### config.mk
export PLATFORM = sky130hd
export DESIGN_NAME = xirq_ctrl
export DESIGN_NICKNAME = d
export VERILOG_FILES = /design/src/rtl/xirq_pkg.sv /design/src/rtl/xirq_sync.sv /design/src/rtl/xirq_sense.sv /design/src/rtl/xirq_regs.sv /design/src/rtl/xirq_ctrl.sv
export SDC_FILE = /design/constraint.sdc
export NUM_CORES = 1
export LEC_CHECK = 0
export BUFFER_PORTS_ARGS = -buffer_cell sky130_fd_sc_hd__buf_2
export CORE_ASPECT_RATIO = 2
export CORE_MARGIN = 2
export CORE_UTILIZATION = 25
export CTS_CLUSTER_SIZE = 30
export DETAILED_ROUTE_END_ITERATION = 10
export HOLD_SLACK_MARGIN = 0.1
export PLACE_DENSITY = 0.53
export SETUP_SLACK_MARGIN = 0.2
export SLEW_MARGIN = 10
export SYNTH_ARGS = -nofsm -noshare
export SYNTH_HDL_FRONTEND = slang
export SYNTH_SLANG_ARGS = --single-unit
### constraint.sdc
create_clock -name clk -period 2.25 [get_ports clk]
set_clock_uncertainty 0.15 [all_clocks]
set_input_delay 0.5625 -clock clk [delete_from_list [all_inputs] [get_ports clk]]
set_output_delay 0.5625 -clock clk [all_outputs]
set_load 0.05 [all_outputs]
### src/rtl/xirq_pkg.sv
package xirq_pkg;
  localparam int REG_W  = 32;
  localparam int ADDR_W = 6;

  // word index = byte address / 4
  typedef enum logic [3:0] {
    RI_EN_SET = 4'd0,
    RI_EN_CLR = 4'd1,
    RI_MASK   = 4'd2,
    RI_STATUS = 4'd3,
    RI_CLEAR  = 4'd4,
    RI_MODE   = 4'd5,
    RI_EDGE   = 4'd6,
    RI_LEVEL  = 4'd7,
    RI_NMI    = 4'd9
  } reg_idx_e;
endpackage

### src/rtl/xirq_sync.sv
module xirq_sync #(
  parameter int W      = 32,
  parameter int STAGES = 2
) (
  input  logic         clk,
  input  logic         rst_n,
  input  logic [W-1:0] d,
  output logic [W-1:0] q
);
  logic [W-1:0] stage_q [STAGES];

  always_ff @(posedge clk or negedge rst_n) begin
    if (!rst_n) begin
      for (int i = 0; i < STAGES; i++) stage_q[i] <= '0;
    end else begin
      stage_q[0] <= d;
      for (int i = 1; i < STAGES; i++) stage_q[i] <= stage_q[i-1];
    end
  end

  assign q = stage_q[STAGES-1];
endmodule

### src/rtl/xirq_sense.sv
module xirq_sense #(
  parameter int LINES = 32
) (
  input  logic             clk,
  input  logic             rst_n,
  input  logic [LINES-1:0] sync_in,
  input  logic [LINES-1:0] mode_lvl,
  input  logic [LINES-1:0] pol_rise,
  input  logic [LINES-1:0] pol_high,
  output logic [LINES-1:0] hit
);
  logic [LINES-1:0] prev_q;

  always_ff @(posedge clk or negedge rst_n) begin
    if (!rst_n) prev_q <= '0;
    else        prev_q <= sync_in;
  end

  for (genvar g = 0; g < LINES; g++) begin : g_line
    logic rise, fall, lvl_hit, edg_hit;
    assign rise    = sync_in[g] & ~prev_q[g];
    assign fall    = ~sync_in[g] & prev_q[g];
    assign lvl_hit = (sync_in[g] == pol_high[g]);
    assign edg_hit = pol_rise[g] ? rise : fall;
    assign hit[g]  = mode_lvl[g] ? lvl_hit : edg_hit;
  end
endmodule

### src/rtl/xirq_regs.sv
module xirq_regs
  import xirq_pkg::*;
#(
  parameter int LINES = 32
) (
  input  logic              clk,
  input  logic              rst_n,
  input  logic              wr_en,
  input  logic [ADDR_W-1:0] addr,
  input  logic [REG_W-1:0]  wdata,
  input  logic [LINES-1:0]  hit,
  output logic [REG_W-1:0]  rdata,
  output logic [LINES-1:0]  mode_o,
  output logic [LINES-1:0]  edge_o,
  output logic [LINES-1:0]  level_o,
  output logic [LINES-1:0]  pend_o,
  output logic              nmi_o
);
  logic [3:0]       widx;
  logic [LINES-1:0] wbits, mask_q, status_q, clr_vec;
  logic [LINES-1:0] mode_q, edge_q, level_q;
  logic             nmi_q;

  assign widx    = addr[ADDR_W-1:2];
  assign wbits   = wdata[LINES-1:0];
  assign clr_vec = (wr_en && widx == RI_CLEAR) ? wbits : '0;

  always_ff @(posedge clk or negedge rst_n) begin
    if (!rst_n) begin
      mask_q <= '0; mode_q <= '0; edge_q <= '0; level_q <= '0; nmi_q <= 1'b0;
    end else if (wr_en) begin
      case (widx)
        RI_EN_SET: mask_q  <= mask_q | wbits;
        RI_EN_CLR: mask_q  <= mask_q & ~wbits;
        RI_MODE:   mode_q  <= wbits;
        RI_EDGE:   edge_q  <= wbits;
        RI_LEVEL:  level_q <= wbits;
        RI_NMI:    nmi_q   <= wdata[0];
        default: ;
      endcase
    end
  end

  // a new event on the same cycle as an acknowledge keeps the bit set
  always_ff @(posedge clk or negedge rst_n) begin
    if (!rst_n) status_q <= '0;
    else        status_q <= (status_q & ~clr_vec) | hit;
  end

  always_comb begin
    rdata = '0;
    case (widx)
      RI_MASK:   rdata[LINES-1:0] = mask_q;
      RI_STATUS: rdata[LINES-1:0] = status_q;
      RI_MODE:   rdata[LINES-1:0] = mode_q;
      RI_EDGE:   rdata[LINES-1:0] = edge_q;
      RI_LEVEL:  rdata[LINES-1:0] = level_q;
      RI_NMI:    rdata[0]         = nmi_q;
      default:   rdata = '0;
    endcase
  end

  assign mode_o  = mode_q;
  assign edge_o  = edge_q;
  assign level_o = level_q;
  assign pend_o  = status_q & mask_q;
  assign nmi_o   = nmi_q;

  p_mask_set_r1: assert property (@(posedge clk) disable iff (!rst_n)
    (wr_en && widx == RI_EN_SET) |=> ((mask_q & $past(wbits)) == $past(wbits)));
  p_mask_clr_r1: assert property (@(posedge clk) disable iff (!rst_n)
    (wr_en && widx == RI_EN_CLR) |=> ((mask_q & $past(wbits)) == '0));
  p_ack_r2: assert property (@(posedge clk) disable iff (!rst_n)
    (wr_en && widx == RI_CLEAR) |=> ((status_q & $past(wbits & ~hit)) == '0));
  p_sticky_r5: assert property (@(posedge clk) disable iff (!rst_n)
    1'b1 |=> ((status_q & $past(status_q & ~clr_vec)) == $past(status_q & ~clr_vec)));
  p_nmi_r8: assert property (@(posedge clk) disable iff (!rst_n)
    (wr_en && widx == RI_NMI) |=> (nmi_q == $past(wdata[0])));
endmodule

### src/rtl/xirq_ctrl.sv
module xirq_ctrl
  import xirq_pkg::*;
#(
  parameter int NUM_LINES = 32
) (
  input  logic                 clk,
  input  logic                 rst_n,
  input  logic [NUM_LINES-1:0] line_in,
  input  logic                 wr_en,
  input  logic [5:0]           addr,
  input  logic [31:0]          wdata,
  output logic [31:0]          rdata,
  output logic                 irq_out,
  output logic                 nmi_en_out
);
  logic [NUM_LINES-1:0] sync_q, hit, mode_v, edge_v, level_v, pend;

  initial begin
    if (NUM_LINES < 1 || NUM_LINES > REG_W) $error("NUM_LINES out of range");
  end

  xirq_sync #(.W(NUM_LINES), .STAGES(2)) u_sync (
    .clk(clk), .rst_n(rst_n), .d(line_in), .q(sync_q)
  );

  xirq_sense #(.LINES(NUM_LINES)) u_sense (
    .clk(clk), .rst_n(rst_n), .sync_in(sync_q),
    .mode_lvl(mode_v), .pol_rise(edge_v), .pol_high(level_v), .hit(hit)
  );

  xirq_regs #(.LINES(NUM_LINES)) u_regs (
    .clk(clk), .rst_n(rst_n), .wr_en(wr_en), .addr(addr), .wdata(wdata),
    .hit(hit), .rdata(rdata), .mode_o(mode_v), .edge_o(edge_v),
    .level_o(level_v), .pend_o(pend), .nmi_o(nmi_en_out)
  );

  assign irq_out = |pend;

  p_no_irq_in_reset_r9: assert property (@(posedge clk)
    !rst_n |=> !irq_out);
endmodule

Word level (Yosys, flattened, before mapping)
Cells that the tools add are included. Widths: inputs -> output; s select.

Register bits: 257. Latch bits: 0. Memory bits (writable): 0. ROM bits: 0. Bits of input ports: 73. Output and inout bits: 34. Logic and storage cells: 261. Memories kept: 0.

$add $sub $neg: 0. $mul: 0. Divide/modulo/power cells: 0. Magnitude comparators: 0. Equal/unequal tests: 40. Shift operators: 0. Muxes and demuxes: 68. Bitwise gates (word level): 135. Reductions and logical operators: 9.

Operators by type and width (number): $pmux 31 s5 (1); $and 32x32->32 (3); $and 1x1->1 (64); $mux 1 (64); $not 1->1 (64); $not 32->32 (2); $or 32x32->32 (2); $pmux 32 s2 (1); $eq 1x1->1 (32); $mux 32 (1); $reduce_or 32->1 (1); $eq 4x3->1 const B (4); $reduce_and 2->1 (5); $eq 4x2->1 const B (2); $pmux 1 s6 (1); $eq 4x1->1 const B (1); $eq 4x4->1 const B (1); $logic_not 4->1 (1); $reduce_bool 2->1 (1); $logic_and 1x1->1 (1).

Depth between registers and ports, before layout
Gate-level depths: netlist of run 1.

Word-level depth: 6. Gate-level depth with buffers: 6. Gate-level depth less buffers: 3.

Hierarchy
From an unflattened synthesis of run 1, not the netlist that was laid out.

Cell total of the unflattened synthesis: 911. Area, all modules: 11446.0 um2.

Modules (own cells, without submodules): xirq_regs (instances 1, cells an instance 612, area each 7407.1 um2, seq. area each 4028.9 um2); xirq_sense (instances 1, cells an instance 192, area each 2122.0 um2, seq. area each 800.8 um2); xirq_sync (instances 1, cells an instance 96, area each 1841.8 um2, seq. area each 1601.5 um2); xirq_ctrl (instances 1, cells an instance 11, area each 75.1 um2, seq. area each 0.0 um2).

Least setup slack after synthesis of run 1
OpenSTA, ideal clock, no wires.

Path kind: input-to-output. From: input addr[5]. To: output rdata[0]. Data arrival time: 1858 ps. Required time: 1537 ps. Slack: -321 ps. Cell stages on the path: 6. Path buffers: 3. Cell sequence: buf_4 > and4bb_1 > buf_4 > clkbuf_1 > a22oi_1 > nand3_1.

Cells in the longest elaborated chain, start to end: 2. Elaborated cells between the ends (all ways): 7. Those cells by class: 6 x eq/ne; 1 x mux.

RTL lines: start, declared (line xirq_ctrl.sv:10) `input logic [5:0] addr,`; $eq 4x4->1 (tied with other cells) (line xirq_regs.sv:52) `case (widx)`; $pmux 1 s6 (*) (line xirq_regs.sv:52); end, declared (line xirq_ctrl.sv:12) `output logic [31:0] rdata,`.

Every way passes the cells marked *; elsewhere a longest branch is shown, timed or not.

==> results.json, run 1 <==
{
  "status": "complete, but fails checks",
  "violations": "negative setup slack",
  "grt_pass1_wl_mm": 53.1,
  "crit-reg2reg-launch": "u_regs.edge_o[10]$_DFFE_PN0P_",
  "slew_headroom": 0.659,
  "num_vias": 8138,
  "clk_latency_ns": 0.55,
  "ys_ff_latch": 257,
  "reg2reg_depth": 3,
  "layout_commonest_cell": "dfrtp_1",
  "r2r_slack_ns": 1.06,
  "cts_htree_levels": 1,
  "syn_nets": 929,
  "drv_slew": 0,
  "synth_top_flop_cell": "dfrtp_1",
  "clkTransAtPathRegs_ns": 0.06,
  "synth_mux_area_frac": 0.125,
  "rows": 108,
  "post-synth-top-area-cell": "dfrtp_1",
  "synth.top_cell.area_share": 0.583,
  "die_w_microns": 153,
  "power.density_nw_per_um2": 843,
  "rsz0062_at_grt": "true",
  "max_freq_ghz": 0.360,
  "crit_path_start_kind": "register",
  "clock_sinks": 257,
  "clk_path_buf_depth": 3,
  "dieArea_sq_um": 45900,
  "dieHeight_microns": 301,
  "yosysSeqAreaShare": 0.583,
  "portBuffers": 104,
  "min_period_ns": 2.78,
  "ys_async_sr_fraction": 1.00,
  "synth_top_family_by_area": "compound AO/OA/AOI/OAI gates",
  "power_leakage_nw": 6.64,
  "cts_tree": "done",
  "core_area_sq_um": 43500,
  "mostFrequentLayoutCells": "dfrtp_1, buf_4, mux2_4, buf_2, a21oi_1",
  "yosys.area_share.simple": 0.0763,
  "syn_inst": 856,
  "ys_types": 39,
  "finalHoldViolCount": 0,
  "fin_hold_ws_ns": 0.119,
  "postRouteAntennaNets": 0,
  "worst_pin_slew_ns": 0.512,
  "ir_drop_v": 0.000514,
  "setup_viol": 33,
  "path_class": "register to output pin",
  "endpoint_kind": "output pin",
  "drive_above_1_share": 0.388,
  "syn2layout_area_growth_pct": 39.8,
  "initial_utilization": 0.254,
  "grt_overflow": 0,
  "grt_max_degree": 65,
  "drv_cap": 0,
  "drtIter0Drc": 504,
  "hold_path_class": "primary input to register",
  "via_per_inst": 4.87,
  "drt-total-wl_mm": 34.6,
  "worstPathRequired_ns": 1.54,
  "worstHoldStart": "wdata[11]",
  "grt_pass1_vias": 8635,
  "clockRootBuffer": "clkbuf_16",
  "worstReg2RegEnd": "u_regs.status_q[10]$_DFF_PN0_",
  "timing.final.ws_setup_ns": -0.529,
  "grt_usage": 0.149,
  "cp_max_fo": 2,
  "ios": 107,
  "synthXorXnorAreaFrac": 0.0246,
  "gp_congestion": 0.785,
  "dpl.hpwl_mm": 22.3,
  "synth-edff-count": 0,
  "place_ws_ns": -0.507,
  "arrival_ns": 2.07,
  "synth_area_leaders": "dfrtp_1, mux2_4, a22oi_1",
  "antenna_found_initial": 8,
  "synth_fa_ha_area_frac": 0,
  "nets": 1174,
  "synth_area_sq_um": 11000,
  "fin_crit_sh": 1.24,
  "dr.pass1.iters": 9,
  "drcViolationCount": 0,
  "whs_path_depth": 2,
  "wl_per_cell_microns": 20.7,
  "cts_buffers": 26,
  "yosysWarningCount": 0,
  "avgSynthCellArea_sq_um": 12.9,
  "synth_compound_area_frac": 0.154
}
[cell usage after synthesis, types with 2 or more instances]
master,instances
dfrtp_1,257
mux2_4,76
a21oi_1,63
nand2_1,63
a22oi_1,49
inv_1,34
a31oi_1,32
nor2b_1,32
o31ai_1,32
a222oi_1,31
nor3b_1,31
o211ai_1,31
xnor2_1,31
clkbuf_1,20
buf_2,15
mux2_1,11
buf_6,10
mux2_2,8
nand4_1,4
buf_4,3
and4b_1,2
mux2i_1,2
nand2_2,2
nand4b_1,2
[power breakdown]
group	internal, W	switching, W
logic	0.00140	0.00108
registers	0.00528	0.000696
clock network	0.00269	0.00185
total	0.00938	0.00363
[metrics by stage]
stage / utilization / instance area, sq um / setup TNS (ns) / std cells / total power, W
2_1_floorplan: - / 11200 / -5.66 / 856 / 0.00726
3_3_place_gp: 0.304 / 13200 / -17.14 / 1557 / 0.00821
3_5_place_dp: 0.304 / 13200 / -17.27 / 1557 / 0.00827
4_1_cts: 0.349 / 15200 / -12.78 / 1659 / 0.0131
5_1_grt: 0.355 / 15400 / -14.77 / 1671 / 0.0136
6_report: 0.355 / 15400 / -12.77 / 1671 / 0.0130
[metal layers]
metal,vias to the layer above,part of all wire,wire [microns],GRT usage
met4,6,0.042,1450,0.0756
met3,67,0.037,1290,0.0205
met1,4145,0.37,12900,0.166
li1,3681,-,-,-
met2,239,0.55,18900,0.277
met5,-,0.0013,45,0
[cell type report]
| cell class | count | area [sq um] |
|---|---|---|
| diodes | 3 | 7.51 |
| clock buffers | 38 | 767 |
| clock inverters | 7 | 113 |
| fillers | 4252 | 28100 |
| inverters | 34 | 128 |
| multi-input cells | 516 | 4510 |
| flip-flops and latches | 257 | 6430 |
| well taps | 550 | 688 |
| repair buffers | 266 | 2780 |
[critical path, stage by stage, from the launching register on]
cell and delay (ns):
dfrtp_1 0.41, a22oi_2 0.28, nand4_1 0.13, or4_4 0.54, buf_6 0.17
[worst max path at each step]
stage	start	endpoint	slack, ns	depth (start not counted)
5_1_grt	register	irq_out	-0.61	5
4_1_cts	register	irq_out	-0.55	4
3_5_place_dp	addr[2]	rdata[20]	-0.51	7
3_3_place_gp	addr[2]	rdata[20]	-0.51	7
6_report	register	irq_out	-0.53	4
2_1_floorplan	addr[4]	rdata[1]	-0.20	6
[kinds of logic (layout without fill, tap and decap cells)]
group           after synthesis  after routing
compound gates              242            242
xor+xnor                     31             31
buf+inv                      83            345
flops                       257            257
mux                          97             97
other cells                   0              3
simple gates                146            146
[repair_timing]
item                                   CTS  global route
hold buffers                            34             0
buffers inserted                        15             8
pin swaps                               41            23
resized for setup                      123            22
setup endpoints to repair               33            33
gates cloned                             8             1
endpoints found under the hold margin   92             0
(Power assumes the default switching activity.)
==> inputs of run 2 (changes only) <==
--- a/config.mk
+++ b/config.mk
@@ -11,7 +11,7 @@
 export CORE_UTILIZATION = 25
 export CTS_CLUSTER_SIZE = 30
 export DETAILED_ROUTE_END_ITERATION = 10
-export HOLD_SLACK_MARGIN = 0.1
+export GPL_TIMING_DRIVEN = 0
 export PLACE_DENSITY = 0.53
 export SETUP_SLACK_MARGIN = 0.2
 export SLEW_MARGIN = 10
==> results.json, run 2 (same netlist as run 1, synthesis figures left out) <==
{
  "clk_latency_ns": 0.56,
  "fin_cells": 1617,
  "setup.worst_path.end": "irq_out",
  "r2r_slack_ns": 1.08,
  "path_class": "register to output pin",
  "n_fill_cell": 4336,
  "clkTransAtPathRegs_ns": 0.07,
  "core_area_sq_um": 43500,
  "nets": 1118,
  "postRouteAntennaNets": 0,
  "finalHoldViolCount": 0,
  "power.density_nw_per_um2": 867,
  "wl_per_cell_microns": 21.3,
  "drv_cap": 0,
  "mostFrequentLayoutCells": "dfrtp_1, mux2_4, buf_2, a21oi_1, a22oi_1",
  "gp_congestion": 0.807,
  "initial_utilization": 0.254,
  "dpl.hpwl_mm": 23.7,
  "dieHeight_microns": 301,
  "cp.buffers_inverters": 1,
  "ios": 107,
  "clock_sinks": 257,
  "power_leakage_nw": 6.23,
  "grt_usage": 0.148,
  "max_freq_ghz": 0.349,
  "grt_overflow": 0,
  "worstReg2RegEnd": "u_regs.status_q[0]$_DFF_PN0_",
  "syn2layout_area_growth_pct": 31.1,
  "drcViolationCount": 0,
  "rows": 108,
  "drive_above_1_share": 0.323,
  "ir_drop_v": 0.000576,
  "min_period_ns": 2.86,
  "timing.final.ws_setup_ns": -0.614,
  "worstPathRequired_ns": 1.54,
  "drtIter0Drc": 688,
  "num_vias": 7877,
  "cts_tree": "done",
  "dp.cells": 1511,
  "rsz0062_at_grt": "true",
  "die_w_microns": 153,
  "slew_headroom": 0.532,
  "portBuffers": 103,
  "fin_crit_sh": 1.27,
  "endpoint_kind": "output pin",
  "cp_max_fo": 2,
  "arrival_ns": 2.15,
  "critPathTopFamily": "simple AND/OR/NAND/NOR gates",
  "via_per_inst": 4.87,
  "worst_pin_slew_ns": 0.702,
  "reg2reg_depth": 3,
  "fin_hold_ws_ns": 0.104,
  "layout_commonest_cell": "dfrtp_1",
  "clockRootBuffer": "clkbuf_16",
  "grt_pass1_vias": 8266,
  "crit_cells": 4,
  "violations": "negative setup slack",
  "antenna_found_initial": 7,
  "dieArea_sq_um": 45900,
  "clk_path_buf_depth": 3,
  "worstHoldStart": "wdata[26]",
  "grt_max_degree": 107,
  "crit_path_start_kind": "register",
  "drv_slew": 0,
  "dr.pass1.iters": 8,
  "crit_start": "u_regs.status_q[24]$_DFF_PN0_",
  "grt_pass1_wl_mm": 52.3,
  "critical-path-max-stage-delay_ns": 0.56,
  "status": "complete, but fails checks",
  "setup_viol": 33,
  "path_cells": "a22oi_2 -> nand4_1 -> or4_4 -> buf_6",
  "crit-reg2reg-launch": "u_regs.edge_o[0]$_DFFE_PN0P_",
  "hold_path_class": "primary input to register",
  "cts_htree_levels": 1,
  "drt-total-wl_mm": 34.4,
  "cts_buffers": 26,
  "critPathSlowestCell": "or4_4"
}
==> run 2: final cells by class <==
type | count | area, sq um | share of cell area
Antenna cell | 3 | 7.51 | 0.000519
Inverter | 34 | 128 | 0.00882
Clock inverter | 13 | 116 | 0.00804
Multi-Input combinational cell | 516 | 4330 | 0.299
Sequential cell | 257 | 6430 | 0.445
Buffer | 49 | 524 | 0.0362
Tap cell | 550 | 688 | 0.0475
Clock buffer | 34 | 741 | 0.0512
Timing Repair Buffer | 161 | 1510 | 0.104
==> run 2: layer usage <==
| metal | global-route usage | part of all wire | vias up |
|---|---|---|---|
| met5 | 0 | 0.00090 | - |
| met4 | 0.0701 | 0.044 | 6 |
| met3 | 0.0221 | 0.042 | 70 |
| met2 | 0.280 | 0.55 | 240 |
| met1 | 0.160 | 0.36 | 3992 |
| li1 | - | - | 3569 |
==> run 2: how the worst min path moves through the flow <==
| stage | end | cells past startpoint | slack (ns) |
|---|---|---|---|
| after floorplan | async pin | 0 | 0.12 |
| after global placement | u_sync.q[18]$_DFF_PN0_ | 0 | 0.18 |
| after detailed placement | u_sync.q[30]$_DFF_PN0_ | 0 | 0.19 |
| after CTS | register | 2 | 0.08 |
| after global routing | register | 2 | 0.11 |
| final | register | 2 | 0.10 |
==> run 2: where the power goes <==
group / switching (W) / internal, W / leakage (nW) / total [W]
clock network: 0.00195 / 0.00245 / 0.425 / 0.00440
logic: 0.000981 / 0.00116 / 2.87 / 0.00214
registers: 0.000725 / 0.00528 / 2.94 / 0.00601
==> run 2: stage by stage <==
| stage | setup slack (ns) | util | total power, W | TNS (ns) | cell area [sq um] |
|---|---|---|---|---|---|
| after floorplan | -0.202 | - | 0.00726 | -5.66 | 11200 |
| after global placement | -4.49 | 0.285 | 0.00792 | -1169.77 | 12400 |
| after detailed placement | -1.14 | 0.286 | 0.00799 | -30.80 | 12500 |
| after CTS | -0.615 | 0.327 | 0.0127 | -15.92 | 14200 |
| after global routing | -0.629 | 0.333 | 0.0131 | -16.86 | 14500 |
| final | -0.614 | 0.333 | 0.0125 | -15.51 | 14500 |
==> run 2: repair_timing <==
action | CTS | global route
setup endpoints to repair | 33 | 33
gates cloned | 5 | 2
hold buffers | 33 | 0
gates resized for setup | 112 | 40
pin swaps | 44 | 43
endpoints found under the hold margin | 99 | 0
setup buffers | 9 | 7
==> run 2: worst reg2reg max path: stages (launching register included) <==
cell	delay (ns)
dfrtp_1	0.39
inv_1	0.07
o311a_1	0.32
o21ai_0	0.16
